### src/rtl/extirq_pkg.sv
package extirq_pkg;
  // Bit positions inside the status/control word
  localparam int EN_BIT   = 7;
  localparam int FLAG_BIT = 3;
  localparam int CLR_BIT  = 1;

  typedef enum logic {
    TRIG_EDGE       = 1'b0,
    TRIG_EDGE_LEVEL = 1'b1
  } trig_mode_e;
endpackage

### src/rtl/extirq_combine.sv
module extirq_combine #(
  parameter int NUM_PINS = 4
) (
  input  logic                irq_in,
  input  logic [NUM_PINS-1:0] port_pins,
  input  logic [NUM_PINS-1:0] pin_en,
  output logic                req_line
);
  logic [NUM_PINS-1:0] gated;

  // Each port pin joins the wired-OR only when its enable is set
  for (genvar g = 0; g < NUM_PINS; g++) begin : g_gate
    assign gated[g] = port_pins[g] & pin_en[g];
  end

  assign req_line = irq_in | (|gated);
endmodule

### src/rtl/extirq_trigger.sv
module extirq_trigger
  import extirq_pkg::*;
(
  input  logic clk,
  input  logic rst_n,
  input  logic req_line,
  input  logic level_mode,
  output logic trig
);
  logic       req_d;
  trig_mode_e mode;

  assign mode = trig_mode_e'(level_mode);

  always_ff @(posedge clk or negedge rst_n) begin
    if (!rst_n) req_d <= 1'b0;
    else        req_d <= req_line;
  end

  always_comb begin
    unique case (mode)
      TRIG_EDGE_LEVEL: trig = req_line;
      default:         trig = req_line & ~req_d;
    endcase
  end
endmodule

### src/rtl/extirq_csr.sv
module extirq_csr
  import extirq_pkg::*;
#(
  parameter int              AW       = 8,
  parameter int              DW       = 8,
  parameter logic [AW-1:0]   REG_ADDR = 8'h0A
) (
  input  logic          clk,
  input  logic          rst_n,
  input  logic [AW-1:0] bus_addr,
  input  logic          bus_wr,
  input  logic [DW-1:0] bus_wdata,
  input  logic          trig,
  output logic [DW-1:0] bus_rdata,
  output logic          flag_q,
  output logic          en_q
);
  localparam logic [DW-1:0] WR_MASK = DW'(1) << EN_BIT;
  localparam logic [DW-1:0] RST_VAL = DW'(1) << EN_BIT;

  logic          hit;
  logic          wr_hit;
  logic          clr;
  logic [DW-1:0] ctl_q;
  logic [DW-1:0] rd_word;

  assign hit    = (bus_addr == REG_ADDR);
  assign wr_hit = hit & bus_wr;
  assign clr    = wr_hit & bus_wdata[CLR_BIT];

  // Writable control bits: only those in WR_MASK are stored
  always_ff @(posedge clk or negedge rst_n) begin
    if (!rst_n)      ctl_q <= RST_VAL;
    else if (wr_hit) ctl_q <= (bus_wdata & WR_MASK) | (ctl_q & ~WR_MASK);
  end

  // Pending flag: a trigger outranks a clear in the same cycle
  always_ff @(posedge clk or negedge rst_n) begin
    if (!rst_n)    flag_q <= 1'b0;
    else if (trig) flag_q <= 1'b1;
    else if (clr)  flag_q <= 1'b0;
  end

  assign en_q = ctl_q[EN_BIT];

  always_comb begin
    rd_word           = ctl_q & WR_MASK;
    rd_word[FLAG_BIT] = flag_q;
  end

  assign bus_rdata = hit ? rd_word : '0;
endmodule

### src/rtl/extirq_ctrl.sv
module extirq_ctrl #(
  parameter int            NUM_PINS = 4,
  parameter int            AW       = 8,
  parameter int            DW       = 8,
  parameter logic [AW-1:0] REG_ADDR = 8'h0A
) (
  input  logic                clk,
  input  logic                rst_n,
  input  logic                irq_in,
  input  logic [NUM_PINS-1:0] port_pins,
  input  logic [NUM_PINS-1:0] pin_en,
  input  logic                level_mode,
  input  logic                cpu_mask,
  input  logic [AW-1:0]       bus_addr,
  input  logic                bus_wr,
  input  logic [DW-1:0]       bus_wdata,
  output logic [DW-1:0]       bus_rdata,
  output logic                irq_to_cpu
);
  logic req_line;
  logic trig;
  logic flag_q;
  logic en_q;

  extirq_combine #(.NUM_PINS(NUM_PINS)) u_comb (
    .irq_in    (irq_in),
    .port_pins (port_pins),
    .pin_en    (pin_en),
    .req_line  (req_line)
  );

  extirq_trigger u_trig (
    .clk        (clk),
    .rst_n      (rst_n),
    .req_line   (req_line),
    .level_mode (level_mode),
    .trig       (trig)
  );

  extirq_csr #(.AW(AW), .DW(DW), .REG_ADDR(REG_ADDR)) u_csr (
    .clk       (clk),
    .rst_n     (rst_n),
    .bus_addr  (bus_addr),
    .bus_wr    (bus_wr),
    .bus_wdata (bus_wdata),
    .trig      (trig),
    .bus_rdata (bus_rdata),
    .flag_q    (flag_q),
    .en_q      (en_q)
  );

  assign irq_to_cpu = flag_q & en_q & ~cpu_mask;
endmodule

### config.mk
export PLATFORM = sky130hd
export DESIGN_NAME = extirq_ctrl
export DESIGN_NICKNAME = d
export VERILOG_FILES = /design/src/rtl/extirq_pkg.sv /design/src/rtl/extirq_combine.sv /design/src/rtl/extirq_trigger.sv /design/src/rtl/extirq_csr.sv /design/src/rtl/extirq_ctrl.sv
export SDC_FILE = /design/constraint.sdc
export NUM_CORES = 1
export LEC_CHECK = 0
export BUFFER_PORTS_ARGS = -buffer_cell sky130_fd_sc_hd__buf_2
export CORE_AREA = 2 2 39 41
export CTS_CLUSTER_SIZE = 14
export DETAILED_ROUTE_END_ITERATION = 12
export DIE_AREA = 0 0 41 43
export PLACE_DENSITY = 0.68
export SKIP_LAST_GASP = 1
export SYNTH_ARGS = -nofsm -noshare
export SYNTH_HDL_FRONTEND = slang
export SYNTH_SLANG_ARGS = --single-unit
### constraint.sdc
create_clock -name clk -period 1.1 [get_ports clk]
set_input_delay 0.22 -clock clk [delete_from_list [all_inputs] [get_ports clk]]
set_output_delay 0.22 -clock clk [all_outputs]
set_load 0.02 [all_outputs]
* Word level (Yosys, flattened, before mapping)
Cells that the tools add are included.
Storage, ports and cells: register bits after elaboration 10, bits in latches 0, RAM bits 0, memory bits (read-only) 0, input bits 30, output and inout port bits 9, logic and storage cells 23, memories 0
Operators by class: $add $sub $neg 0, multipliers 0, div/mod/pow operators 0, $lt $le $gt $ge 0, equality and inequality tests 1, shift-type cells 0, muxes and demuxes 4, bitwise logic cells 13, reductions and logical operators 2
Operators by type and width (number):
- $and A1 B1 Y1 | 9
- $eq A8 B4 Y1 const B | 1
- $mux W8 | 1
- $or A8 B7 Y8 | 1
- $reduce_or A4 Y1 | 1
- $mux W1 | 3
- $not A1 Y1 | 2
- $reduce_bool A2 Y1 | 1
- $or A1 B1 Y1 | 1

* Depth between registers and ports, before layout
Gate-level depths: netlist of run 1.
depth after elaboration 6, mapped depth 3, mapped depth without buffers 3

* Cells and area by module
Synthesis of run 1 repeated with hierarchy kept, for this count alone.
Second synthesis, totals: cells, all modules 24, area, all modules 265.3 um^2
Modules (own cells, without submodules):
- extirq_csr | times used 1, cells an instance 17, area an instance 201.4 um^2, seq. area each 51.3 um^2
- extirq_trigger | times used 1, cells an instance 3, area an instance 36.3 um^2, seq. area each 25.0 um^2
- extirq_combine | times used 1, cells an instance 3, area an instance 18.8 um^2, seq. area each 0.0 um^2
- extirq_ctrl | times used 1, cells an instance 1, area an instance 8.8 um^2, seq. area each 0.0 um^2

* Worst setup path before layout of run 1
No wires, ideal clock.
kind reg-to-output, from register u_csr.ctl_q[7], to output port irq_to_cpu, data arrival time 0.840 ns, required time 0.880 ns, slack 0.040 ns, cell stages (with the launch flop) 3, path buffers 0, path through dfstp_2 nand2_1 nor2_1
On the way: cells in the longest elaborated chain, start to end 2
Ends and longest elaborated chain:
- from (decl) | RTL line extirq_csr.sv:24 | logic [DW-1:0] ctl_q;
- from (signal assigned) | RTL line extirq_csr.sv:34 | else if (wr_hit) ctl_q <= (bus_wdata & WR_MASK) | (ctl_q & ~WR_MASK);
- $and A1 B1 Y1 (2 in series) | RTL line extirq_ctrl.sv:52 | assign irq_to_cpu = flag_q & en_q & ~cpu_mask;
- to (decl) | RTL line extirq_ctrl.sv:18 | output logic irq_to_cpu
Every way passes these cells.

* Worst setup path in the final report of run 1
from register u_csr.ctl_q[7], to output port bus_rdata[7]
On the way: cells in the longest elaborated chain, start to end 1
Ends and longest elaborated chain:
- $mux W8 | RTL line extirq_csr.sv:51 | assign bus_rdata = hit ? rd_word : '0;
- to (decl) | RTL line extirq_ctrl.sv:17 | output logic [DW-1:0] bus_rdata,
Every way passes these cells.

==> results of run 1 <==
## worst min-delay path, stage by stage
cell and delay, ps:
buf_2 70, a21oi_1 30, nand2_1 70
## final timing paths
check / startpoint / endpoint / slack [ps] / depth (start not counted)
max in group asynchronous: rst_n / u_csr.ctl_q[7]$_DFFE_PN1P_ / 600 / 2
worst max register to register: u_csr.ctl_q[7]$_DFFE_PN1P_ / u_csr.ctl_q[7]$_DFFE_PN1P_ / 380 / 1
min in group asynchronous: rst_n / u_trig.req_d$_DFF_PN0_ / 300 / 2
worst min register to register: u_csr.flag_q$_DFFE_PN0P_ / u_csr.flag_q$_DFFE_PN0P_ / 520 / 1
worst max-delay path: u_csr.ctl_q[7]$_DFFE_PN1P_ / bus_rdata[7] / -160 / 2
worst min-delay path: irq_in / u_trig.req_d$_DFF_PN0_ / 210 / 3
## sequential cells by signal, indices dropped and copies added (netlist names)
register and flops:
u_trig.req_d 1, u_csr.ctl_q 1, u_csr.flag_q 1
## logic make-up (layout without fill, tap and decap cells)
group / count (synthesis) / in the layout
compound gates: 3 / 3
buf+inv: 6 / 33
flops: 3 / 3
mux: 1 / 1
other cells: 1 / 6
simple gates: 10 / 10
## timing repair
action,CTS,global route
resized for setup,4,0
pin swaps,2,1
hold endpoints to repair,3,0
setup endpoints to repair,3,3
buffers inserted,2,0
hold buffers,1,0
## synth_stat cells, drive strengths merged (2+ instances only)
cell	instances	area share, %
dfrtp	2	19
buf	6	17
nand2	2	2.9
and3	2	5.8
nor4b	2	18
## per-stage QoR
step / instances / power (mW) / utilization (%) / area, um2 / hold slack (ps)
floorplan: 29 / 0.173 / - / 279 / -75.6
global placement: 65 / 0.206 / 27.8 / 384 / 17.1
detailed placement: 65 / 0.208 / 27.8 / 384 / 18.2
CTS: 72 / 0.422 / 32.3 / 447 / 198
global route: 72 / 0.436 / 32.3 / 447 / 206
finish: 72 / 0.406 / 32.3 / 447 / 208
## final cells by class
class	count	area share [%]
flip-flops and latches	3	17.1
well taps	16	4.48
repair buffers	29	37.3
clock buffers	4	5.88
multi-input cells	20	35.3
## routing by layer
metal  GRT usage (%)  up-vias  part of all wire (%)
met5               0        -                     0
met4            6.00        0                     0
met3            3.14        0                    17
met2            11.9       22                    51
met1            5.83      126                    32
li1                -      141                     -
## power breakdown
group / leakage, nW / switching [mW] / internal [mW]
clock network: 0.0150 / 0.0578 / 0.136
registers: 0.0288 / 0.00172 / 0.116
logic: 0.191 / 0.0465 / 0.0480
==> flow_summary.json, run 1 <==
{
  "grt_antenna_before_repair": 0,
  "diodes": 0,
  "cp_slowest_cell": "dfstp_2",
  "root_buffer": "clkbuf_4",
  "grt_pass1_vias": 262,
  "cp_max_fo": 3,
  "gp_congestion": 0.605,
  "row_count": 14,
  "status": "finished with violations",
  "nets": 87,
  "grt_first_pass_wirelength_um": 821,
  "drc": 0,
  "setup_tns_ps": -404,
  "drtIter0Drc": 2,
  "synth_top_family_by_area": "simple AND/OR/NAND/NOR gates",
  "drive_above_1_share_pct": 67.9,
  "clockBufferDepth": 2,
  "worst_path_largest_cell_delay_ps": 530,
  "avgViaCountPerCell": 4.01,
  "yosys.area_share.simple_pct": 37.0,
  "synth_compound_area_share_pct": 9.13,
  "ys_types": 15,
  "area_growth_pct": 71.6,
  "pre_cts_slack_ps": -177,
  "cts_tree": "built",
  "crit_required_ps": 880,
  "start_kind": "flop",
  "ir_drop_v": 0.000318,
  "crit_type": "flop to primary output",
  "p_leak_nw": 0.235,
  "crit_family": "flip-flops",
  "async_flop_share_pct": 100,
  "grt_max_degree": 4,
  "ys_seq_area_share_pct": 29.3,
  "ant_nets": 0,
  "grt_overflow_total": 0,
  "muxShareOfSynthArea_pct": 5.77,
  "slew_violations": 0,
  "critPathBufInv": 1,
  "arrival_ps": 1040,
  "syn_area_per_cell_um2": 10.8,
  "grt_usage_pct": 7.14,
  "fp.dieW_um": 41,
  "fmax_ghz": 0.796,
  "power.density_mw_per_mm2": 910,
  "drv_cap": 0,
  "grt_setup_unrepaired": "yes",
  "ys.flop_type": "dfrtp_1",
  "hold_viol_final": 0,
  "coreArea_mm2": 0.00138,
  "port_buffers": 26,
  "synthesis.area_um2": 260,
  "setup_ws_ps": -156,
  "synth-xor-area-share_pct": 0,
  "cts_sinks": 3,
  "first_pass_iters": 4,
  "start_util_pct": 18.8,
  "period_needed_ps": 1260,
  "seq_area_um2": 76.3,
  "end_kind": "primary output",
  "top_level_ports": 39,
  "hpwl_um": 516,
  "hold_path_class": "primary input to flop",
  "yosysWarnings": 0,
  "clkTransAtPathRegs_ps": 40,
  "timing.final.crit_share_pct": 114,
  "worstSkewPairLatency_ps": 230,
  "fin_worst_skew_ps": 0.0234,
  "multiInputGateArea_um2": 158,
  "drt_wl_total_um": 626,
  "cts_made_buffers": 3,
  "path_cells": "and3_2 > buf_6",
  "cts_htree_levels": 1,
  "wl_per_cell_um": 8.69,
  "ys_ff_latch": 3,
  "synth_adder_area_share_pct": 0,
  "die_area_mm2": 0.00176,
  "layout_common_cells": "23 x buf_2, 6 x conb_1, 4 x buf_4, 3 x clkbuf_4",
  "vias": 289,
  "fillers": 156,
  "setup_viol": 3,
  "layout_commonest_cell": "buf_2",
  "synth-edff-count": 0,
  "syn_inst": 24,
  "dieHeight_um": 43,
  "violations": "negative setup slack"
}
No activity file was read; power rests on OpenSTA's default activity.
==> run 2: changes to the inputs <==
--- a/config.mk
+++ b/config.mk
@@ -5,13 +5,15 @@
 export SDC_FILE = /design/constraint.sdc
 export NUM_CORES = 1
 export LEC_CHECK = 0
+export ABC_AREA = 1
 export BUFFER_PORTS_ARGS = -buffer_cell sky130_fd_sc_hd__buf_2
 export CORE_AREA = 2 2 39 41
 export CTS_CLUSTER_SIZE = 14
 export DETAILED_ROUTE_END_ITERATION = 12
 export DIE_AREA = 0 0 41 43
-export PLACE_DENSITY = 0.68
+export PLACE_DENSITY = 0.7
 export SKIP_LAST_GASP = 1
 export SYNTH_ARGS = -nofsm -noshare
 export SYNTH_HDL_FRONTEND = slang
+export SYNTH_HIERARCHICAL = 1
 export SYNTH_SLANG_ARGS = --single-unit
==> flow_summary.json, run 2 <==
{
  "grt_max_degree": 4,
  "yosys.area_share.simple_pct": 37.5,
  "r2r_end": "u_csr/ctl_q[7]$_DFFE_PN1P_",
  "drc": 0,
  "grt_setup_unrepaired": "yes",
  "cts_htree_levels": 1,
  "arrival_ps": 1040,
  "vias": 344,
  "syn_area_per_cell_um2": 5.84,
  "layout_commonest_cell": "buf_2",
  "syn_inst": 48,
  "gp_congestion": 0.617,
  "port_buffers": 26,
  "ys_types": 10,
  "violations": "negative setup slack",
  "avgViaCountPerCell": 3.62,
  "hold_viol_final": 0,
  "synth_compound_area_share_pct": 3.13,
  "crit_required_ps": 880,
  "start_kind": "flop",
  "reg2reg_depth": 2,
  "power.density_mw_per_mm2": 861,
  "grt_overflow_total": 0,
  "drtIter0Drc": 1,
  "synthesis.area_um2": 280,
  "end_kind": "primary output",
  "cts_made_buffers": 3,
  "drive_above_1_share_pct": 49.4,
  "coreArea_mm2": 0.00138,
  "period_needed_ps": 1260,
  "synth-edff-count": 0,
  "grt_pass1_vias": 280,
  "grt_usage_pct": 8.06,
  "clkTransAtPathRegs_ps": 40,
  "wl_per_cell_um": 6.69,
  "muxShareOfSynthArea_pct": 0,
  "hold_path_class": "primary input to flop",
  "yosysWarnings": 6,
  "setup_ws_ps": -159,
  "drt_wl_total_um": 636,
  "r2r-start": "u_csr/ctl_q[7]$_DFFE_PN1P_",
  "diodes": 0,
  "yosys-top-cells-area": "nand2_1 20%, dfrtp_1 18%, buf_4 16%",
  "fillers": 147,
  "area_growth_pct": 77.7,
  "synth_top_family_by_area": "simple AND/OR/NAND/NOR gates",
  "ant_nets": 0,
  "hpwl_um": 487,
  "drv_cap": 0,
  "synth-xor-area-share_pct": 0,
  "critPathLaunch": "u_csr/ctl_q[7]$_DFFE_PN1P_",
  "post-cts-setup-buffers": 0,
  "ys_seq_area_share_pct": 27.2,
  "die_area_mm2": 0.00176,
  "fmax_ghz": 0.794,
  "slew_violations": 0,
  "top_regs": "u_csr/ctl_q: 1 flops, u_csr/flag_q: 1 flops, u_trig/req_d: 1 flops",
  "fp.dieW_um": 41,
  "ys_ff_latch": 3,
  "worst_path_largest_cell_delay_ps": 530,
  "cp_slowest_cell": "dfstp_2",
  "synth_commonest_cells": "15 x nand2_1, 11 x inv_1, 7 x nor2_1, 6 x buf_4",
  "layout_common_cells": "18 x buf_2, 15 x nand2_1, 9 x inv_1, 6 x buf_6, 6 x conb_1",
  "clockBufferDepth": 2,
  "yosys.area.top_type": "nand2_1",
  "ys.flop_type": "dfrtp_1",
  "nets": 110,
  "synth_top_area_share_pct": 20.1,
  "dieHeight_um": 43,
  "cp_max_fo": 3,
  "setup_viol": 3,
  "path_cells": "nand2_1 > nor2_2 > buf_6",
  "reg2reg_slack_ps": 410,
  "synth.most_common_cell": "nand2_1",
  "placedCellCount": 90,
  "timing.final.crit_share_pct": 114,
  "final_cells": 95,
  "first_pass_iters": 4,
  "pre_cts_slack_ps": -26.6,
  "fin_worst_skew_ps": 3.27,
  "cts_tree": "built",
  "ir_drop_v": 0.000527,
  "grt_first_pass_wirelength_um": 910,
  "status": "finished with violations",
  "synth_adder_area_share_pct": 0,
  "async_flop_share_pct": 100,
  "p_leak_nw": 0.302,
  "setup_tns_ps": -303,
  "row_count": 14,
  "start_util_pct": 20.3,
  "root_buffer": "clkbuf_4",
  "worstSkewPairLatency_ps": 240,
  "crit_type": "flop to primary output",
  "cp-endpoint": "irq_to_cpu",
  "cts_sinks": 3,
  "grt_antenna_before_repair": 0,
  "top_level_ports": 39
}
-- run 2: logic make-up after synthesis --
kind of cell	Yosys count
buffers and inverters	17
DFF	3
and+or+nand+nor	26
other	1
AOI/OAI and AO/OA	1
-- run 2: cell type report --
class / instances / area [um2] / share of cell area, %
multi-input cells: 33 / 144 / 28.9
inverters: 11 / 41.3 / 8.29
clock buffers: 4 / 26.3 / 5.28
repair buffers: 28 / 190 / 38.2
flip-flops and latches: 3 / 76.3 / 15.3
well taps: 16 / 20.0 / 4.02
-- run 2: critical path, delay by kind of cell (launching register included) --
kind          cells  cell delay [ps]
buf+inv           1              120
flops             1              530
simple gates      2              150
-- run 2: what timing repair did --
| action | CTS | global route |
|---|---|---|
| pin swaps | 2 | 8 |
| endpoints found under the setup margin | 3 | 3 |
| hold buffers | 1 | 0 |
| resized for setup | 3 | 11 |
| hold endpoints to repair | 3 | 0 |
-- run 2: power by group --
group	total (mW)	leakage (nW)	switching, mW	internal, mW
combinational	0.108	0.258	0.0510	0.0565
clock	0.203	0.0150	0.0662	0.137
sequential	0.118	0.0288	0.00221	0.116
total	0.429	0.302	0.119	0.309
-- run 2: routing by layer --
metal | vias to the layer above | part of all wire, % | GRT usage [%]
li1 | 184 | - | -
met1 | 134 | 33 | 6.49
met2 | 24 | 51 | 13.1
met3 | 2 | 14 | 4.71
met4 | 0 | 1.3 | 6.00
met5 | - | 0 | 0
-- run 2: worst min-delay path by stage --
stage                  from                         end  slack, ps  cells after the start
2_1_floorplan         rst_n    u_csr/flag_q$_DFFE_PN0P_        -80                      0
3_3_place_gp          rst_n      u_trig/req_d$_DFF_PN0_         20                      1
5_1_grt        bus_wdata[7]  u_csr/ctl_q[7]$_DFFE_PN1P_        210                      3
6_report       bus_wdata[7]  u_csr/ctl_q[7]$_DFFE_PN1P_        210                      3
3_5_place_dp          rst_n      u_trig/req_d$_DFF_PN0_         20                      1
4_1_cts        bus_wdata[7]  u_csr/ctl_q[7]$_DFFE_PN1P_        210                      3
-- run 2: per-stage QoR --
stage / cell area [um2] / hold WS, ps / utilization [%] / power, mW
2_1_floorplan: 299 / -75.6 / - / 0.180
6_report: 498 / 214 / 36.0 / 0.429
4_1_cts: 455 / 208 / 32.9 / 0.424
3_3_place_gp: 412 / 18.5 / 29.7 / 0.206
5_1_grt: 498 / 210 / 36.0 / 0.465
3_5_place_dp: 412 / 17.9 / 29.7 / 0.209
==> run 3: changes to the inputs <==
--- a/config.mk
+++ b/config.mk
@@ -15,5 +15,4 @@
 export SKIP_LAST_GASP = 1
 export SYNTH_ARGS = -nofsm -noshare
 export SYNTH_HDL_FRONTEND = slang
-export SYNTH_HIERARCHICAL = 1
 export SYNTH_SLANG_ARGS = --single-unit
==> flow_summary.json, run 3 <==
{
  "violations": "negative setup slack",
  "seqPwrFrac_pct": 28.6,
  "ant_nets": 0,
  "power_frac_comb_pct": 23.8,
  "hpwl_um": 536,
  "syn_area_per_cell_um2": 6.70,
  "ys_types": 16,
  "drt_wl_total_um": 633,
  "synthesis.area_um2": 282,
  "synth-edff-count": 0,
  "area_growth_pct": 66.7,
  "period_needed_ps": 1270,
  "intPower_uw": 298,
  "vias": 337,
  "ys_ff_latch": 3,
  "diodes": 0,
  "hold_slack_ps": 191,
  "first_pass_iters": 4,
  "grt_antenna_before_repair": 0,
  "grt_first_pass_wirelength_um": 910,
  "grt_usage_pct": 7.94,
  "pre_cts_slack_ps": 32.1,
  "crit_family": "flip-flops",
  "fp.dieW_um": 41,
  "ys.flop_type": "dfrtp_1",
  "ys_seq_area_share_pct": 27.1,
  "hold_path_class": "primary input to flop",
  "dieHeight_um": 43,
  "yosysWarnings": 0,
  "root_buffer": "clkbuf_4",
  "r2r-start": "u_csr.ctl_q[7]$_DFFE_PN1P_",
  "p_clk_share_pct": 47.6,
  "grt_overflow_total": 0,
  "arrival_ps": 1050,
  "worst_path_largest_cell_delay_ps": 530,
  "drtIter0Drc": 4,
  "start_util_pct": 20.3,
  "grt_max_degree": 4,
  "syn_inst": 42,
  "layout_common_cells": "23 x buf_2, 9 x nand2_1, 6 x inv_1, 6 x conb_1, 5 x buf_4",
  "grt_setup_unrepaired": "yes",
  "fillers": 162,
  "status": "finished with violations",
  "synth_top_area_share_pct": 17.8,
  "slew_violations": 0,
  "yosys-top-cells-area": "dfrtp_1 18%, buf_4 16%, nand2_1 12%",
  "top_level_ports": 39,
  "row_count": 14,
  "start_kind": "flop",
  "coreArea_mm2": 0.00138,
  "cp_max_fo": 2,
  "path_cells": "inv_2 > nor3_2 > buf_4",
  "power.total_uw": 413,
  "port_buffers": 26,
  "hold_viol_final": 0,
  "drive_above_1_share_pct": 56.8,
  "setup_ws_ps": -174,
  "yosys.area.top_type": "dfrtp_1",
  "holdCritStartpoint": "bus_wdata[7]",
  "end_kind": "primary output",
  "p_leak_nw": 0.279,
  "setup_viol": 2,
  "cts_htree_levels": 1,
  "power.density_mw_per_mm2": 879,
  "gp_congestion": 0.630,
  "drc": 0,
  "die_area_mm2": 0.00176,
  "synth_commonest_cells": "9 x nand2_1, 8 x inv_1, 6 x buf_4",
  "switchingPower_uw": 115,
  "cp_slowest_cell": "dfstp_2",
  "grt_pass1_vias": 256,
  "p_sw_share_pct": 27.8,
  "setup_tns_ps": -321,
  "crit_type": "flop to primary output",
  "synth.most_common_cell": "nand2_1",
  "nets": 105,
  "critPathBufInv": 2,
  "cts_made_buffers": 3,
  "drv_cap": 0,
  "avgViaCountPerCell": 3.74,
  "wl_per_cell_um": 7.03,
  "fmax_ghz": 0.785,
  "fin_util_pct": 33.9,
  "clockBufferDepth": 2,
  "top_regs": "u_csr.ctl_q: 1 flops, u_csr.flag_q: 1 flops, u_trig.req_d: 1 flops",
  "layout_commonest_cell": "buf_2",
  "async_flop_share_pct": 100,
  "post-cts-setup-buffers": 0,
  "timing.final.crit_share_pct": 116,
  "ir_drop_v": 0.000389,
  "crit_required_ps": 880,
  "cts_sinks": 3,
  "worstSkewPairLatency_ps": 230,
  "fin_worst_skew_ps": 2.31,
  "cts_tree": "built",
  "clkTransAtPathRegs_ps": 40,
  "critPathLaunch": "u_csr.ctl_q[7]$_DFFE_PN1P_"
}
run 3: cell type report:
class                           count  area [um2]  area share [%]
Timing Repair Buffer               29         163            34.7
Inverter                           10        37.5            8.00
Tap cell                           16        20.0            4.27
Clock buffer                        4        26.3            5.60
Multi-Input combinational cell     28         146            31.2
Sequential cell                     3        76.3            16.3
run 3: worst min-delay path: stages:
cell     delay [ps]
buf_2            90
inv_1            40
o21ai_1          60
run 3: power by group through the flow:
stage / sequential, mW / combinational [mW] / clock, mW
after global placement: 0.119 / 0.0928 / 0
after detailed placement: 0.119 / 0.0949 / 0
after global routing: 0.118 / 0.110 / 0.217
after CTS: 0.118 / 0.0991 / 0.205
after floorplan: 0.119 / 0.0626 / 0
final: 0.118 / 0.0982 / 0.196
run 3: path summary, 6_finish.rpt:
kind                                                    to  slack [ps]  cells past startpoint
min in group asynchronous           u_trig.req_d$_DFF_PN0_         310                      2
worst max-delay path                            irq_to_cpu        -170                      3
max in group asynchronous       u_csr.ctl_q[7]$_DFFE_PN1P_         590                      2
worst min register to register  u_csr.ctl_q[7]$_DFFE_PN1P_         480                      2
worst max register to register  u_csr.ctl_q[7]$_DFFE_PN1P_         380                      2
worst min-delay path            u_csr.ctl_q[7]$_DFFE_PN1P_         190                      3
run 3: kinds of logic after synthesis:
| family | after synthesis | share of synthesized area [%] |
|---|---|---|
| AOI/OAI and AO/OA | 3 | 5.33 |
| DFF | 3 | 27.1 |
| and+or+nand+nor | 19 | 36.9 |
| buffers and inverters | 16 | 29.3 |
| other | 1 | 1.33 |
run 3: metal layers:
layer | global-route usage [%] | vias up | part of all wire (%) | routed length, um
met5 | 0 | - | 0 | 0
met4 | 4.00 | 0 | 0 | 0
met3 | 5.24 | 0 | 16 | 102
met2 | 13.1 | 27 | 51 | 325
met1 | 6.77 | 135 | 32 | 205
li1 | - | 175 | - | -
run 3: metrics by stage:
stage / area, um2 / cells
after global placement: 425 / 85
after global routing: 469 / 90
final: 469 / 90
after CTS: 469 / 90
after detailed placement: 425 / 85
after floorplan: 305 / 47
run 3: timing repair:
| item | 4_1_cts | 5_1_grt |
|---|---|---|
| hold buffers | 1 | 0 |
| pin swaps | 2 | 0 |
| resized for setup | 5 | 0 |
| hold endpoints to repair | 3 | 0 |
| setup endpoints to repair | 3 | 3 |
